<file path="src/rtl/sticky_shift_pkg.sv">
package sticky_shift_pkg;

    typedef enum logic {
        SSH_SHIFT  = 1'b0,
        SSH_NARROW = 1'b1
    } ssh_mode_e;

endpackage

</file>
<file path="src/rtl/ssh_barrel.sv">
module ssh_barrel #(
    parameter int WIDTH   = 64,
    parameter int SHAMT_W = 8
) (
    input  logic [WIDTH-1:0]   data_i,
    input  logic [SHAMT_W-1:0] amt_i,
    output logic [WIDTH-1:0]   data_o,
    output logic               sticky_o
);
    localparam int STAGES = $clog2(WIDTH);

    logic [STAGES:0][WIDTH-1:0] val_s;
    logic [STAGES:0]            stk_s;

    assign val_s[0] = data_i;
    assign stk_s[0] = 1'b0;

    // one stage per amount bit below the saturation range
    for (genvar k = 0; k < STAGES; k++) begin : g_stage
        localparam int SH = 1 << k;
        assign val_s[k+1] = amt_i[k] ? (val_s[k] >> SH) : val_s[k];
        assign stk_s[k+1] = stk_s[k] | (amt_i[k] & (|val_s[k][SH-1:0]));
    end

    assign data_o   = val_s[STAGES];
    assign sticky_o = stk_s[STAGES];

    // vacated upper bits must be clear after an in-range shift
    logic [STAGES-1:0] amt_low;
    assign amt_low = amt_i[STAGES-1:0];
    always_comb begin

        vacated_clear_chk: assert (amt_low == '0 ||
            (data_o >> (WIDTH - int'(amt_low))) == '0);
    end

endmodule

</file>
<file path="src/rtl/ssh_narrow.sv">
module ssh_narrow #(
    parameter int WIDTH = 64
) (
    input  logic [WIDTH-1:0] data_i,
    output logic [WIDTH-1:0] data_o
);
    localparam int HALF = WIDTH / 2;

    logic [HALF-1:0] hi_part;
    logic            lo_any;

    assign hi_part = data_i[WIDTH-1:HALF];
    assign lo_any  = |data_i[HALF-1:0];
    assign data_o  = {{HALF{1'b0}}, hi_part[HALF-1:1], hi_part[0] | lo_any};

endmodule

</file>
<file path="src/rtl/sticky_rshift.sv">
module sticky_rshift
    import sticky_shift_pkg::*;
#(
    parameter int WIDTH   = 64,
    parameter int SHAMT_W = 8
) (
    input  logic [WIDTH-1:0]   operand_i,
    input  logic [SHAMT_W-1:0] shamt_i,
    input  logic               mode_i,
    output logic [WIDTH-1:0]   result_o
);
    localparam int STAGES = $clog2(WIDTH);
    localparam int HALF   = WIDTH / 2;

    if (WIDTH != 32 && WIDTH != 64) begin : g_bad_width
        $error("sticky_rshift: WIDTH must be 32 or 64");
    end

    typedef struct packed {
        logic [WIDTH-1:0] value;
        logic             saturated;
    } res_t;

    ssh_mode_e        mode;
    logic [WIDTH-1:0] shifted;
    logic             sticky;
    logic [WIDTH-1:0] narrowed;
    logic             over_range;
    res_t             res_d;

    assign mode       = ssh_mode_e'(mode_i);
    assign over_range = |shamt_i[SHAMT_W-1:STAGES];

    ssh_barrel #(.WIDTH(WIDTH), .SHAMT_W(SHAMT_W)) barrel_i (
        .data_i   (operand_i),
        .amt_i    (shamt_i),
        .data_o   (shifted),
        .sticky_o (sticky)
    );

    ssh_narrow #(.WIDTH(WIDTH)) narrow_i (
        .data_i (operand_i),
        .data_o (narrowed)
    );

    always_comb begin
        res_d = '0;
        if (mode == SSH_NARROW) begin
            res_d.value = narrowed;
        end else if (over_range) begin
            res_d.saturated = 1'b1;
            res_d.value     = {{(WIDTH-1){1'b0}}, |operand_i};
        end else begin
            res_d.value = {shifted[WIDTH-1:1], shifted[0] | sticky};
        end
    end

    assign result_o = res_d.value;

    always_comb begin
        if (mode == SSH_SHIFT) begin

            zero_shift_chk: assert (shamt_i != '0 || result_o == operand_i);

            nonzero_keep_chk: assert ((result_o != '0) == (operand_i != '0));

            no_growth_chk: assert (result_o <= operand_i);
        end else begin

            narrow_upper_chk: assert (result_o[WIDTH-1:HALF] == '0);
        end
    end

endmodule

</file>
<file path="config.mk">
export PLATFORM = sky130hd
export DESIGN_NAME = sticky_rshift
export DESIGN_NICKNAME = d
export VERILOG_FILES = /design/src/rtl/sticky_shift_pkg.sv /design/src/rtl/ssh_barrel.sv /design/src/rtl/ssh_narrow.sv /design/src/rtl/sticky_rshift.sv
export SDC_FILE = /design/constraint.sdc
export NUM_CORES = 1
export LEC_CHECK = 0
export ABC_AREA = 1
export ABC_CLOCK_PERIOD_IN_PS = 5000
export BUFFER_PORTS_ARGS = -buffer_cell sky130_fd_sc_hd__buf_2
export CAP_MARGIN = 20
export CORE_ASPECT_RATIO = 1.5
export CORE_MARGIN = 2
export CORE_UTILIZATION = 50
export DETAILED_ROUTE_END_ITERATION = 7
export PLACE_DENSITY = 0.9
export SYNTH_ARGS = -nofsm -noshare
export SYNTH_HDL_FRONTEND = slang
export SYNTH_SLANG_ARGS = --single-unit
</file>
<file path="constraint.sdc">
create_clock -name vclk -period 5
set_clock_uncertainty 0.05 [all_clocks]
set_input_delay 0.5 -clock vclk [all_inputs]
set_output_delay 0.5 -clock vclk [all_outputs]
set_load 0.02 [all_outputs]
</file>
; Yosys cells after proc, flatten, opt, wreduce, memory -nomap -nowiden
; Index checks and enable logic that the tools add are counted.
[op_classes]
shifts = 0
eq_ne = 0
order_cmp = 0
addsub = 0
n_div = 0
multipliers = 0
reduce_logical = 8
bitwise_logic = 13
muxes = 8
[ops]
columns = operator, count
row1 = $mux W64, 8
row2 = $reduce_or A32 Y1, 2
row3 = $reduce_or A64 Y1, 1
row4 = $reduce_or A16 Y1, 1
row5 = $reduce_or A8 Y1, 1
row6 = $or A1 B1 Y1, 7
row7 = $and A1 B1 Y1, 6
row8 = $reduce_or A2 Y1, 2
row9 = $reduce_or A4 Y1, 1
[word_totals]
mem_bits_ro = 0
regBits = 0
latch_bits = 0
memories = 0
output_inout_bits = 64
mem_bits_rw = 0

; Longest topological paths before layout
[depth]
depth_word = 11
ltp_mapped = 19

; By module
; Synthesis repeated with hierarchy kept, for this count alone.
[hier_totals]
hier_cells = 1308
hier_area_um2 = 5990.7
[modules_own_cells]
columns = mod, instances, area_each_um2, cells_per_inst
row1 = ssh_barrel, 1, 4161.5, 928
row2 = sticky_rshift, 1, 1189.9, 276
row3 = ssh_narrow, 1, 639.4, 104

; Worst setup path before layout
; No wires, ideal clock.
[synth_timing]
path_kind = input -> output
from = input port shamt_i[1]
to = output port result_o[17]
t_required_ns = 4.450
setup_slack_ns = 2.366
t_arrival_ns = 2.084
path_stages = 11
n_path_buf = 3
cell_sequence = buf_2 -> inv_2 -> buf_6 -> buf_4 -> nor2_1 -> a31oi_1 -> nand2_1 -> nand2_1 -> o21ai_0 -> or2_2 -> o221ai_1
[synth_via]
elab_chain_cells = 7
[synth_rtl]
columns = item, line_no
row1 = from (decl), sticky_rshift.sv:8  ; input logic [SHAMT_W-1:0] shamt_i,
row2 = $mux W64 (5 in series), ssh_barrel.sv:21  ; assign val_s[k+1] = amt_i[k] ? (val_s[k] >> SH) : val_s[k];
row3 = $mux W64, sticky_rshift.sv:50  ; end else if (over_range) begin
row4 = $mux W64, sticky_rshift.sv:48  ; if (mode == SSH_NARROW) begin
row5 = to (decl), sticky_rshift.sv:10  ; output logic [WIDTH-1:0] result_o
; Every way passes these cells.

; Final worst setup path
[layout_timing]
from = input port shamt_i[0]
to = output port result_o[0]
[layout_via]
elab_chain_cells = 11
elab_cells_between_ends = 25
cone_classes = 8 x mux / 12 x bitwise / 5 x reduce/logical
[layout_rtl]
columns = item, line_no
row1 = $mux W64, ssh_barrel.sv:21
row2 = $mux W64 or $reduce_or A2 Y1 (tied branches), "ssh_barrel.sv:21, ssh_barrel.sv:22"
row3 = $mux W64 (tied with other cells) (3 in series), ssh_barrel.sv:21
row4 = $reduce_or A32 Y1 (tied with other cells), ssh_barrel.sv:22  ; assign stk_s[k+1] = stk_s[k] | (amt_i[k] & (|val_s[k][SH-1:0]));
row5 = $and A1 B1 Y1 or $or A1 B1 Y1 (tied branches), ssh_barrel.sv:22
row6 = $or A1 B1 Y1, ssh_barrel.sv:22
row7 = $or A1 B1 Y1 (*), sticky_rshift.sv:54  ; res_d.value = {shifted[WIDTH-1:1], shifted[0] | sticky};
row8 = $mux W64 (*), sticky_rshift.sv:50
row9 = $mux W64 (*), sticky_rshift.sv:48
; Mark *: on every way between the ends. The rest lies on a longest branch, timed or not.

==> impl_metrics.csv <==
group,metric,value,unit
status,status,"complete, no violations",
sta,min_period,3.673,ns
routing,drtIter0Drc,1040,
sta,hold_viol,0,
place,placedCellCount,1146,
floorplanning,fp.dieArea,9661,um^2
sta,timing.final.crit_share,73.47,%
final_layout,regArea,0,um^2
floorplanning,die_h,119.4,um
synth,synthXorXnorAreaFrac,0,%
routing,wl_per_cell,19.77,um
synth,yosysWarnings,0,
synth,syn_avg_cell_area,4.575,um^2
synth,synth_compound_area_share,10.29,%
final_layout,fin_nets,1112,
cts,hold_buffers,0,
cts,cts_post_setup_buffers_inserted,0,
power_and_ir_drop,power.density,123.0,nW/um^2
final_layout,n_fill_cell,1016,
final_layout,nClkBuffers,0,
final_layout,nFlopsAndLatches,0,
sta,worstMarginPinSlew,1.092,ns
floorplanning,io_pins,137,
final_layout,final_util,57.09,%
synth,synth_top_area_share,39.36,%
floorplanning,initial_core_util,50.87,%
sta,max_freq,272.2,MHz
synth,synthMuxAreaShare,0,%
synth,ys_seq_area_share,0,%
synth,synth_top_family_by_area,"simple AND/OR/NAND/NOR gates",
hold_path,worstHoldPathType,"input port to output port",
synth,synth-simple-area-share,80.66,%
synth,synth_area,4438,um^2
global_routing,grt_pass1_vias,6935,
worst_setup_path,arrival,3.12,ns
sta,fin_tns_setup,0,ns
sta,setup_slack,1.327,ns
power_and_ir_drop,vdd_drop_max,0.00009376,V
routing,drtPass1Iterations,6,
worst_setup_path,worstSetupPathType,"input port to output port",
hold_path,worstHoldPathCells,4,
floorplanning,die_x,80.93,um
routing,antenna_left,0,
flow_run,drv_cap,0,
global_routing,grt_use_met1,49.07,%
floorplanning,coreArea,8723,um^2
hold_path,min_from,"operand_i[63]",
sta,slew_viol_final,0,
global_routing,grt.total_usage,47.15,%
final_layout,final_cells,1148,
floorplanning,fp-row-count,42,
synth,ys_types,25,
routing,drc,0,
worst_setup_path,critPathLaunchType,"input port",
synth,synthTopCellsByCount,"nand2_1 (367), nand3_1 (349), nor2_1 (72)",
place,pre_cts_slack,1.439,ns
global_routing,grt_start_max_net_pins,67,
global_routing,grt_pass1_wl,35560,um
place,portBuffers,137,
global_routing,grt_overflow,0,
synth,syn_inst,970,
worst_setup_path,cp-end-kind,"output port",
final_layout,drive_gt1_share,14.75,%
final_layout,areaGrowthSynthToFinish,12.21,%
synth,synth.area.top_cells,"nand3_1 (39%), nand2_1 (31%), o221ai_1 (6.1%)",
synth,yosys.area.top_type,"nand3_1",
global_routing,use_met2,76.65,%
sta,setup_viol_count_final,0,
worst_setup_path,crit_fanout,62,
global_routing,busiest_layer,"met2",
routing,wl,22700,um
synth,synthAdderAreaFrac,0,%
place,place.gp.congestion,1.087,
sta,slew_headroom,26.99,%
hold_path,min_to,"result_o[31]",
global_routing,antenna_found_initial,1,
synth,synthesis.nets,1043,
routing,vias_per_cell,6.717,
routing,vias,7711,
sta,rsz0062_at_grt,"no",
worst_setup_path,required,4.45,ns
sta,hold-worst-slack,1.319,ns
global_routing,met3_usage,10.98,%
place,hpwl,16920,um
power_and_ir_drop,p_leak,2.607,nW
synth,synth.most_common_cell,"nand2_1",
cts,cts_resized,0,
[per-stage QoR]
stage / instance area, um^2 / total power (W)
floorplan: 4438 / 0.0003987
global placement: 4957 / 0.0005795
detailed placement: 4957 / 0.0005807
CTS: 4957 / 0.0005824
global route: 4980 / 0.0006647
finish: 4980 / 0.0006125
[where the power goes]
part | internal, W | total [W] | leakage (nW) | switching, W
clock | 0.0000000000267 | 0.0000000000267 | 0.00000634 | 0
sequential | 0 | 0 | 0 | 0
combinational | 0.000174 | 0.000613 | 2.61 | 0.000439
total | 0.000174 | 0.000613 | 2.61 | 0.000439
[kinds of logic after synthesis]
family | count (synthesis)
compound gates | 62
simple gates | 818
buf+inv | 90
[worst max path at each step]
stage / from / end / slack [ns] / cells past startpoint
global route: shamt_i[1] / result_o[0] / 1.04 / 19
floorplan: shamt_i[1] / result_o[17] / 2.37 / 11
global placement: shamt_i[1] / result_o[0] / 1.45 / 19
finish: shamt_i[0] / result_o[0] / 1.33 / 19
detailed placement: shamt_i[1] / result_o[0] / 1.44 / 19
CTS: shamt_i[1] / result_o[0] / 1.44 / 19
[worst max-delay path, stage by stage]
cell and delay, ns:
buf_2 0.11, inv_2 0.75, nand2_1 0.20, nand3_1 0.15
nand3_1 0.13, nand3_1 0.12, nand2_1 0.21, nand2_1 0.12
nand2_1 0.13, nand2_1 0.08, nor2_1 0.05, nand2_1 0.08
nor2_1 0.05, nand2_1 0.05, nand2_1 0.04, nand2_1 0.05
nand2_1 0.04, nand2_1 0.07, buf_2 0.17
[placed cells by master, fill, tap and decap left out]
master,n
diode_2,1
or4_1,2
buf_12,1
o31ai_1,1
a21oi_1,2
nor2_1,72
o221ai_1,31
a211oi_1,1
inv_1,6
nand3_1,349
a41oi_1,1
inv_2,6
o2111ai_1,1
o21a_1,1
o21ai_1,1
o21ai_0,11
nand2_1,367
nor3_1,4
or2_2,2
buf_2,137
nor4_1,14
a31oi_1,12
buf_4,7
nand4_1,8
[final cells by class]
cell class	count	area (um^2)	area share, %
Multi-Input combinational cell	880	4036	81.06
Timing Repair Buffer	145	758.2	15.23
Tap cell	110	137.6	2.764
Inverter	12	45.04	0.9045
Antenna cell	1	2.502	0.05025
[routing by layer]
metal	wire (um)	share of wire, %
met3	2078	9.2
met1	7514	33
met4	2827	12
met2	10280	45
met5	0	0
(Power assumes the default switching activity.)
